File: src/rtl/opm_pkg.sv
`timescale 1ns/1ps
package opm_pkg;

    typedef enum logic [1:0] {
        OC_FROZEN = 2'b00,
        OC_PWM1   = 2'b01,
        OC_PWM2   = 2'b10,
        OC_HOLD   = 2'b11
    } oc_mode_e;

    // control word, bit 0 at the bottom
    typedef struct packed {
        logic     edge_fall;  // bit 6
        logic     pol;        // bit 5
        oc_mode_e mode;       // bits 4:3
        logic     fast;       // bit 2
        logic     preload;    // bit 1
        logic     single;     // bit 0
    } ctrl_t;

    localparam int CTRL_W = $bits(ctrl_t);
    localparam int UG_BIT = 7;

    localparam logic [1:0] A_CMP  = 2'd0;
    localparam logic [1:0] A_ARR  = 2'd1;
    localparam logic [1:0] A_PSC  = 2'd2;
    localparam logic [1:0] A_CTRL = 2'd3;

    function automatic logic is_pwm(oc_mode_e m);
        return (m == OC_PWM1) || (m == OC_PWM2);
    endfunction

endpackage

File: src/rtl/opm_trig_sync.sv
`timescale 1ns/1ps
module opm_trig_sync #(
    parameter int SYNC_STAGES = 2
) (
    input  logic clk,
    input  logic rst,
    input  logic trig_in,
    input  logic edge_fall,
    output logic start
);
    localparam int LAST = SYNC_STAGES;

    logic [LAST:0] sh;

    always_ff @(posedge clk) begin
        if (rst) sh <= '0;
        else     sh <= {sh[LAST-1:0], trig_in};
    end

    logic now_lvl, old_lvl;
    assign now_lvl = sh[LAST-1];
    assign old_lvl = sh[LAST];

    always_comb begin
        if (edge_fall) start = !now_lvl && old_lvl;
        else           start = now_lvl && !old_lvl;
    end
endmodule

File: src/rtl/opm_count_core.sv
`timescale 1ns/1ps
module opm_count_core #(
    parameter int W = 16
) (
    input  logic         clk,
    input  logic         rst,
    input  logic         start,
    input  logic         ug,
    input  logic         single,
    input  logic [W-1:0] psc,
    input  logic [W-1:0] arr,
    output logic         cen,
    output logic [W-1:0] cnt,
    output logic         roll,
    output logic         uev
);
    logic [W-1:0] pc;
    logic tick, at_top;

    assign tick   = (pc == psc);
    assign at_top = (cnt == arr);
    assign roll   = cen && tick && at_top && !ug;
    assign uev    = roll || ug;

    always_ff @(posedge clk) begin
        if (rst) begin
            cen <= 1'b0;
            cnt <= '0;
            pc  <= '0;
        end else if (ug) begin
            cnt <= '0;
            pc  <= '0;
        end else if (start && !cen) begin
            cen <= 1'b1;
            cnt <= '0;
            pc  <= '0;
        end else if (cen) begin
            if (tick) begin
                pc <= '0;
                if (at_top) begin
                    cnt <= '0;
                    if (single) cen <= 1'b0;
                end else begin
                    cnt <= cnt + 1'b1;
                end
            end else begin
                pc <= pc + 1'b1;
            end
        end
    end


    stop_chk: assert property (@(posedge clk) disable iff (rst)
        roll && single |=> !cen && cnt == '0);

    start_chk: assert property (@(posedge clk) disable iff (rst)
        start && !cen && !ug |=> cen && cnt == '0);

    repeat_chk: assert property (@(posedge clk) disable iff (rst)
        roll && !single |=> cen);

    idle_chk: assert property (@(posedge clk) disable iff (rst)
        !cen && !start && !ug |=> !cen && $stable(cnt));
endmodule

File: src/rtl/opm_oc_channel.sv
`timescale 1ns/1ps
module opm_oc_channel
    import opm_pkg::*;
#(
    parameter int W = 16
) (
    input  logic         clk,
    input  logic         rst,
    input  logic         cen,
    input  logic [W-1:0] cnt,
    input  logic [W-1:0] cmp,
    input  oc_mode_e     mode,
    input  logic         fast,
    input  logic         pol,
    input  logic         start,
    input  logic         period_end,
    output logic         pulse_out
);
    logic fast_ok, force_now, forced, match, oc_ref;

    assign fast_ok   = fast && is_pwm(mode);
    assign force_now = forced || (start && !cen && fast_ok);
    assign match     = (cnt >= cmp);

    always_ff @(posedge clk) begin
        if (rst)                            forced <= 1'b0;
        else if (period_end)                forced <= 1'b0;
        else if (start && !cen && fast_ok)  forced <= 1'b1;
    end

    always_comb begin
        unique case (mode)
            OC_PWM1: oc_ref = cen && !match && !force_now;
            OC_PWM2: oc_ref = (cen && match) || force_now;
            default: oc_ref = 1'b0;
        endcase
    end

    always_ff @(posedge clk) begin
        if (rst) pulse_out <= 1'b0;
        else     pulse_out <= oc_ref ^ pol;
    end


    rest_chk: assert property (@(posedge clk) disable iff (rst)
        !cen && !force_now |=> pulse_out == $past(pol));

    fast_chk: assert property (@(posedge clk) disable iff (rst)
        start && !cen && fast && mode == OC_PWM2 |=> pulse_out == !$past(pol));

    frozen_chk: assert property (@(posedge clk) disable iff (rst)
        (mode == OC_FROZEN || mode == OC_HOLD) |=> pulse_out == $past(pol));
endmodule

File: src/rtl/opm_timer.sv
`timescale 1ns/1ps
module opm_timer
    import opm_pkg::*;
#(
    parameter int DW          = 16,
    parameter int SYNC_STAGES = 2
) (
    input  logic          clk,
    input  logic          rst,
    input  logic          wr_en,
    input  logic [1:0]    wr_addr,
    input  logic [DW-1:0] wr_data,
    input  logic          trig_in,
    output logic          pulse_out,
    output logic          update_evt
);
    ctrl_t         ctrl_q;
    logic [DW-1:0] psc_q, cmp_pre, arr_pre, cmp_act, arr_act;
    logic          ug, start, cen, roll, uev;
    logic [DW-1:0] cnt;

    assign ug = wr_en && (wr_addr == A_CTRL) && wr_data[UG_BIT];

    always_ff @(posedge clk) begin
        if (rst) begin
            ctrl_q     <= '0;
            psc_q      <= '0;
            cmp_pre    <= '0;
            arr_pre    <= '0;
            cmp_act    <= '0;
            arr_act    <= '0;
            update_evt <= 1'b0;
        end else begin
            update_evt <= uev;
            if (wr_en) begin
                unique case (wr_addr)
                    A_CMP:   cmp_pre <= wr_data;
                    A_ARR:   arr_pre <= wr_data;
                    A_PSC:   psc_q   <= wr_data;
                    default: ctrl_q  <= ctrl_t'(wr_data[CTRL_W-1:0]);
                endcase
            end
            if (wr_en && wr_addr == A_CMP && !ctrl_q.preload) cmp_act <= wr_data;
            else if (uev)                                     cmp_act <= cmp_pre;
            if (wr_en && wr_addr == A_ARR && !ctrl_q.preload) arr_act <= wr_data;
            else if (uev)                                     arr_act <= arr_pre;
        end
    end

    opm_trig_sync #(.SYNC_STAGES(SYNC_STAGES)) u_sync (
        .clk(clk), .rst(rst), .trig_in(trig_in),
        .edge_fall(ctrl_q.edge_fall), .start(start)
    );

    opm_count_core #(.W(DW)) u_core (
        .clk(clk), .rst(rst), .start(start), .ug(ug),
        .single(ctrl_q.single), .psc(psc_q), .arr(arr_act),
        .cen(cen), .cnt(cnt), .roll(roll), .uev(uev)
    );

    opm_oc_channel #(.W(DW)) u_oc (
        .clk(clk), .rst(rst), .cen(cen), .cnt(cnt), .cmp(cmp_act),
        .mode(ctrl_q.mode), .fast(ctrl_q.fast), .pol(ctrl_q.pol),
        .start(start), .period_end(uev), .pulse_out(pulse_out)
    );


    shadow_chk: assert property (@(posedge clk) disable iff (rst)
        ctrl_q.preload && !uev |=> $stable(cmp_act) && $stable(arr_act));
endmodule

File: config.mk
export PLATFORM = sky130hd
export DESIGN_NAME = opm_timer
export DESIGN_NICKNAME = d
export VERILOG_FILES = /design/src/rtl/opm_pkg.sv /design/src/rtl/opm_trig_sync.sv /design/src/rtl/opm_count_core.sv /design/src/rtl/opm_oc_channel.sv /design/src/rtl/opm_timer.sv
export SDC_FILE = /design/constraint.sdc
export NUM_CORES = 1
export LEC_CHECK = 0
export BUFFER_PORTS_ARGS = -buffer_cell sky130_fd_sc_hd__buf_2
export CORE_UTILIZATION = 35
export CTS_BUF_LIST = sky130_fd_sc_hd__clkbuf_8
export CTS_CLUSTER_SIZE = 24
export DETAILED_ROUTE_END_ITERATION = 8
export PLACE_DENSITY = 0.48
export SLEW_MARGIN = 20
export SYNTH_ARGS = -nofsm -noshare
export SYNTH_HDL_FRONTEND = slang
export SYNTH_HIERARCHICAL = 1
export SYNTH_SLANG_ARGS = --single-unit
File: constraint.sdc
create_clock -name clk -period 3.6 [get_ports clk]
set_clock_uncertainty 0.05 [all_clocks]
set_input_delay 0 -clock clk [delete_from_list [all_inputs] [get_ports clk]]
set_output_delay 0 -clock clk [all_outputs]
set_load 0.05 [all_outputs]
=== After elaboration in Yosys (flattened, before gate mapping) ===
Index checks and enable logic that the tools add are counted.

* Register bits: 126
* Word-level logic and storage cells: 82

* Add/subtract/negate cells: 2
* Magnitude comparators: 1
* Eq/ne operators: 7
* Multiplexer cells: 13
* Bitwise gates (word level): 2
* Reduce and logical (&&, ||, !) cells: 39

{| class="wikitable"
|+ Operators with widths
! operator !! number
|-
| 16-bit 2-to-1 mux || 6
|-
| 16-bit by 1-bit adder with 16-bit output, second input constant || 2
|-
| 16-bit equality test || 2
|-
| 1-bit logical AND || 17
|-
| 16-bit greater-or-equal comparator || 1
|-
| 2-bit AND reduction || 5
|-
| 1-bit zero test || 7
|-
| 2-bit equality test, second input constant || 3
|-
| 1-bit 2-to-1 mux || 6
|-
| 3-bit OR reduction || 2
|-
| 2-bit by 1-bit equality test with 1-bit output, second input constant || 2
|-
| 1-bit logical OR || 4
|-
| 2-bit nonzero test || 2
|-
| 2-bit zero test || 1
|-
| 1-bit one-hot mux with 2 select lines || 1
|-
| 2-bit OR reduction || 1
|-
| 1-bit inverter || 1
|-
| 1-bit bitwise XOR || 1
|}

=== Logic depth before layout (Yosys ltp) ===
* Word-level depth: 10
* Gate-level depth with buffers: 10
* Depth with buffers taken out: 8

=== Cells and area by module ===
The synthesis kept the hierarchy.

{| class="wikitable"
|+ Modules (own cells, without submodules)
! module !! times used !! cells each !! area each (um^2) !! seq. area each (um^2)
|-
| opm_timer || 1 || 388 || 3,484.6 || 1,761.7
|-
| opm_count_core || 1 || 235 || 2,075.7 || 660.6
|-
| opm_oc_channel || 1 || 77 || 576.8 || 40.0
|-
| opm_trig_sync || 1 || 9 || 101.3 || 60.1
|}

=== Least setup slack after synthesis ===
No wires, ideal clock.

* Path type: register to register
* Start: reg u_core.cen
* End: reg cmp_act[6]
* Setup time: 0.146 ns
* Data arrival time: 2.493 ns
* Data required time: 3.404 ns
* Setup slack: 0.911 ns
* Stages on the path, launching flop included: 10
* Clock period less this slack: 2.689 ns
* Cell sequence: dfxtp_1 -> clkbuf_1 -> nand2_1 -> or3_1 -> nor3_2 -> or2_2 -> buf_2 -> buf_1 -> mux2i_1 -> a211oi_2

* Cells in the longest elaborated chain, start to end: 5

{| class="wikitable"
|+ RTL lines
! element !! RTL line !! RTL
|-
| from (decl) || opm_count_core.sv:12 || <nowiki>output logic cen,</nowiki>
|-
| from (signal assigned) || opm_count_core.sv:27 || <nowiki>cen <= 1'b0;</nowiki>
|-
| from (signal assigned) || opm_count_core.sv:34 || <nowiki>cen <= 1'b1;</nowiki>
|-
| from (signal assigned) || opm_count_core.sv:42 || <nowiki>if (single) cen <= 1'b0;</nowiki>
|-
| 1-bit logical AND (3 in series) || opm_count_core.sv:22 || <nowiki>assign roll = cen && tick && at_top && !ug;</nowiki>
|-
| 1-bit logical OR || opm_count_core.sv:23 || <nowiki>assign uev = roll || ug;</nowiki>
|-
| net uev || opm_timer.sv:19 || <nowiki>logic ug, start, cen, roll, uev;</nowiki>
|-
| 2-bit nonzero test (no source line) || - ||
|-
| to (signal assigned) || opm_timer.sv:43 || <nowiki>if (wr_en && wr_addr == A_CMP && !ctrl_q.preload) cmp_act <= wr_data;</nowiki>
|-
| to (signal assigned) || opm_timer.sv:44 || <nowiki>else if (uev) cmp_act <= cmp_pre;</nowiki>
|-
| to (decl) || opm_timer.sv:18 || <nowiki>logic [DW-1:0] psc_q, cmp_pre, arr_pre, cmp_act, arr_act;</nowiki>
|}

The timed path passes the listed nets, and every way through them passes these cells.
A chain may end at the register's enable or synchronous reset.

=== Worst setup path after layout ===
* Start: reg u_core.pc[13]
* End: reg cmp_act[11]

* Cells in the longest elaborated chain, start to end: 6

{| class="wikitable"
|+ RTL lines
! element !! RTL line !! RTL
|-
| from (decl) || opm_count_core.sv:17 || <nowiki>logic [W-1:0] pc;</nowiki>
|-
| from (signal assigned) || opm_count_core.sv:47 || <nowiki>pc <= pc + 1'b1;</nowiki>
|-
| 16-bit equality test || opm_count_core.sv:20 || <nowiki>assign tick = (pc == psc);</nowiki>
|-
| 1-bit logical AND (3 in series) || opm_count_core.sv:22 ||
|-
| 1-bit logical OR || opm_count_core.sv:23 ||
|-
| net uev || opm_timer.sv:19 ||
|-
| 2-bit nonzero test (no source line) || - ||
|}

The timed path passes the listed nets, and every way through them passes these cells.

==> results.cfg <==
[critical_path]
path_buf_inv = 1
crit_slowest_cell = buf_4
crit_arrival_ns = 2.96
startpoint_type = flip-flop
crit_fanout = 34
worstPathCellList = xnor2_1 -> nand3_1 -> or3_1 -> nor3_2 -> or2_2 -> buf_4 -> mux2i_1 -> a211oi_2
cpPeakStageDelay_ns = 0.49
cp_top_family = simple AND/OR/NAND/NOR gates
required_ns = 3.84
crit_type = flip-flop to flip-flop
end_kind = flip-flop

[drt]
vias = 5016
antenna_left = 0
drc = 0
drtPass1Iterations = 5
wl_per_cell_um = 16.60
drtIter0Drc = 308
routed_wl_mm = 16.16
vias_per_cell = 5.155

[layout]
final_nets = 777
layout-drive-gt1-share_pct = 14.71
fin_cells = 973
mostFrequentLayoutCells = 126 x dfxtp_1, 112 x nand2_1, 64 x nor2_1
syn_to_final_growth_pct = 13.99
layout_commonest_cell = dfxtp_1
diodes = 0

[clock_tree]
cts_resized = 0
path_clk_slew_ns = 0.07
cts_root_buffer = clkbuf_8
cts_max_path_buffers = 2
h-tree-depth = 4
cts_tree = done
insertion_delay_ns = 0.44
cts_inserted_buffers = 17
cts.sinks = 126

[timing]
rsz0062_at_grt = no
period_needed_ns = 2.715
max_slew_margin_pct = 43.63
worst_pin_slew_ns = 0.8430
final-setup-viol-count = 0
worst_slack_ns = 0.8853
max_freq_ghz = 0.3684
hold_viol_final = 0
slew_viol_final = 0
min_period_over_period_pct = 75.41
finalSetupTns_ns = 0

[global_route]
grt_overflow = 0
grt_max_degree = 57
antenna_found_initial = 0
grt_usage_pct = 18.51
grt_pass1_wl_mm = 25.50
first_global_vias = 4720

[power]
power.share.switching_pct = 25.71
seqPwrFrac_pct = 47.8
power.density_nw_per_um2 = 431.8
p_sw_uw = 788.8
combPwrFrac_pct = 9.8
pwr-share-clk_pct = 42.4
leakagePower_nw = 2.598
irDropWorstVdd_uv = 200.8
internal_power_mw = 2.279

[place]
dp_hpwl_mm = 10.94
place.port_buffers = 23
dp.cells = 921
routabilityCongestion = 0.7852
pre_cts_ws_ns = 0.9136

[synthesis]
syn_avg_cell_area_um2 = 8.803
syn_nets = 750
synth_area_um2 = 6232
synth_cells = 708
synth.yosys.warnings = 6

[floorplanning]
rows = 48
core_area_um2 = 17360
io_pins = 24
start_util_pct = 35.91
die_y_um = 135.4
dieArea_um2 = 18340
die_w_um = 135.4

[hold_path]
hold_class = input pin to flip-flop

[outcome]
outcome = completed

[flow_run]
cap_violations = 0
-- final timing paths --
kind / start / to / slack (ns) / depth (start not counted)
worst max-delay path: u_core/pc[13] / cmp_act[11] / 0.89 / 8
worst min register to register: u_sync/sh[0] / u_sync/sh[1] / 0.39 / 1
worst min-delay path: wr_addr[0] / cmp_pre[15] / 0.12 / 5
worst max register to register: u_core/pc[13] / cmp_act[11] / 0.89 / 8
-- flip-flops by register name, indices dropped and copies added (netlist names) --
signal and count:
u_sync/sh 3, arr_act 16, u_core/cnt 16, update_evt 1, arr_pre 16, ctrl_q 7
u_core/cen 1, psc_q 16, cmp_act 16, u_oc/pulse_out 1, u_oc/forced 1, cmp_pre 16
u_core/pc 16
-- stage by stage --
| stage | util [%] | power [mW] | cell area (um2) | hold WS, ns |
|---|---|---|---|---|
| after floorplan | - | 1.694 | 6232 | 0.02161 |
| after global placement | 37.36 | 1.779 | 6485 | 0.1562 |
| after detailed placement | 37.36 | 1.785 | 6485 | 0.1676 |
| after CTS | 40.93 | 3.106 | 7104 | 0.09564 |
| after global routing | 40.93 | 3.195 | 7104 | 0.1398 |
| final | 40.93 | 3.068 | 7104 | 0.1210 |
-- power by group through the flow --
stage	Sequential [mW]	Combinational (mW)	Clock (mW)
global placement	1.50	0.280	0
CTS	1.47	0.303	1.34
floorplan	1.49	0.202	0
finish	1.47	0.301	1.30
global route	1.47	0.330	1.39
detailed placement	1.50	0.286	0
-- worst register-to-register path: stages, from the launching register on --
cell	delay, ns
dfxtp_1	0.35
xnor2_1	0.32
nand3_1	0.16
or3_1	0.45
nor3_2	0.20
or2_2	0.13
buf_4	0.49
mux2i_1	0.33
a211oi_2	0.09
-- per-layer routing --
layer	wire [um]	GRT usage, %	vias to the layer above
li1	-	-	2520
met1	7671	24.70	2387
met2	7734	30.26	92
met3	545	2.918	17
met4	204	6.305	0
met5	0	0	-
-- cell type report --
class / count / area [um2]
Fill cell: 1727 / 10250
Multi-Input combinational cell: 510 / 3383
Sequential cell: 126 / 2522
Timing Repair Buffer: 54 / 400.4
Tap cell: 225 / 281.5
Clock buffer: 20 / 275.3
Clock inverter: 12 / 143.9
Inverter: 26 / 97.59
-- repair_timing --
item | CTS | global route
hold buffers | 20 | 0
hold endpoints to repair | 90 | 0
buffers inserted | 0 | 0
(Power assumes the default switching activity.)
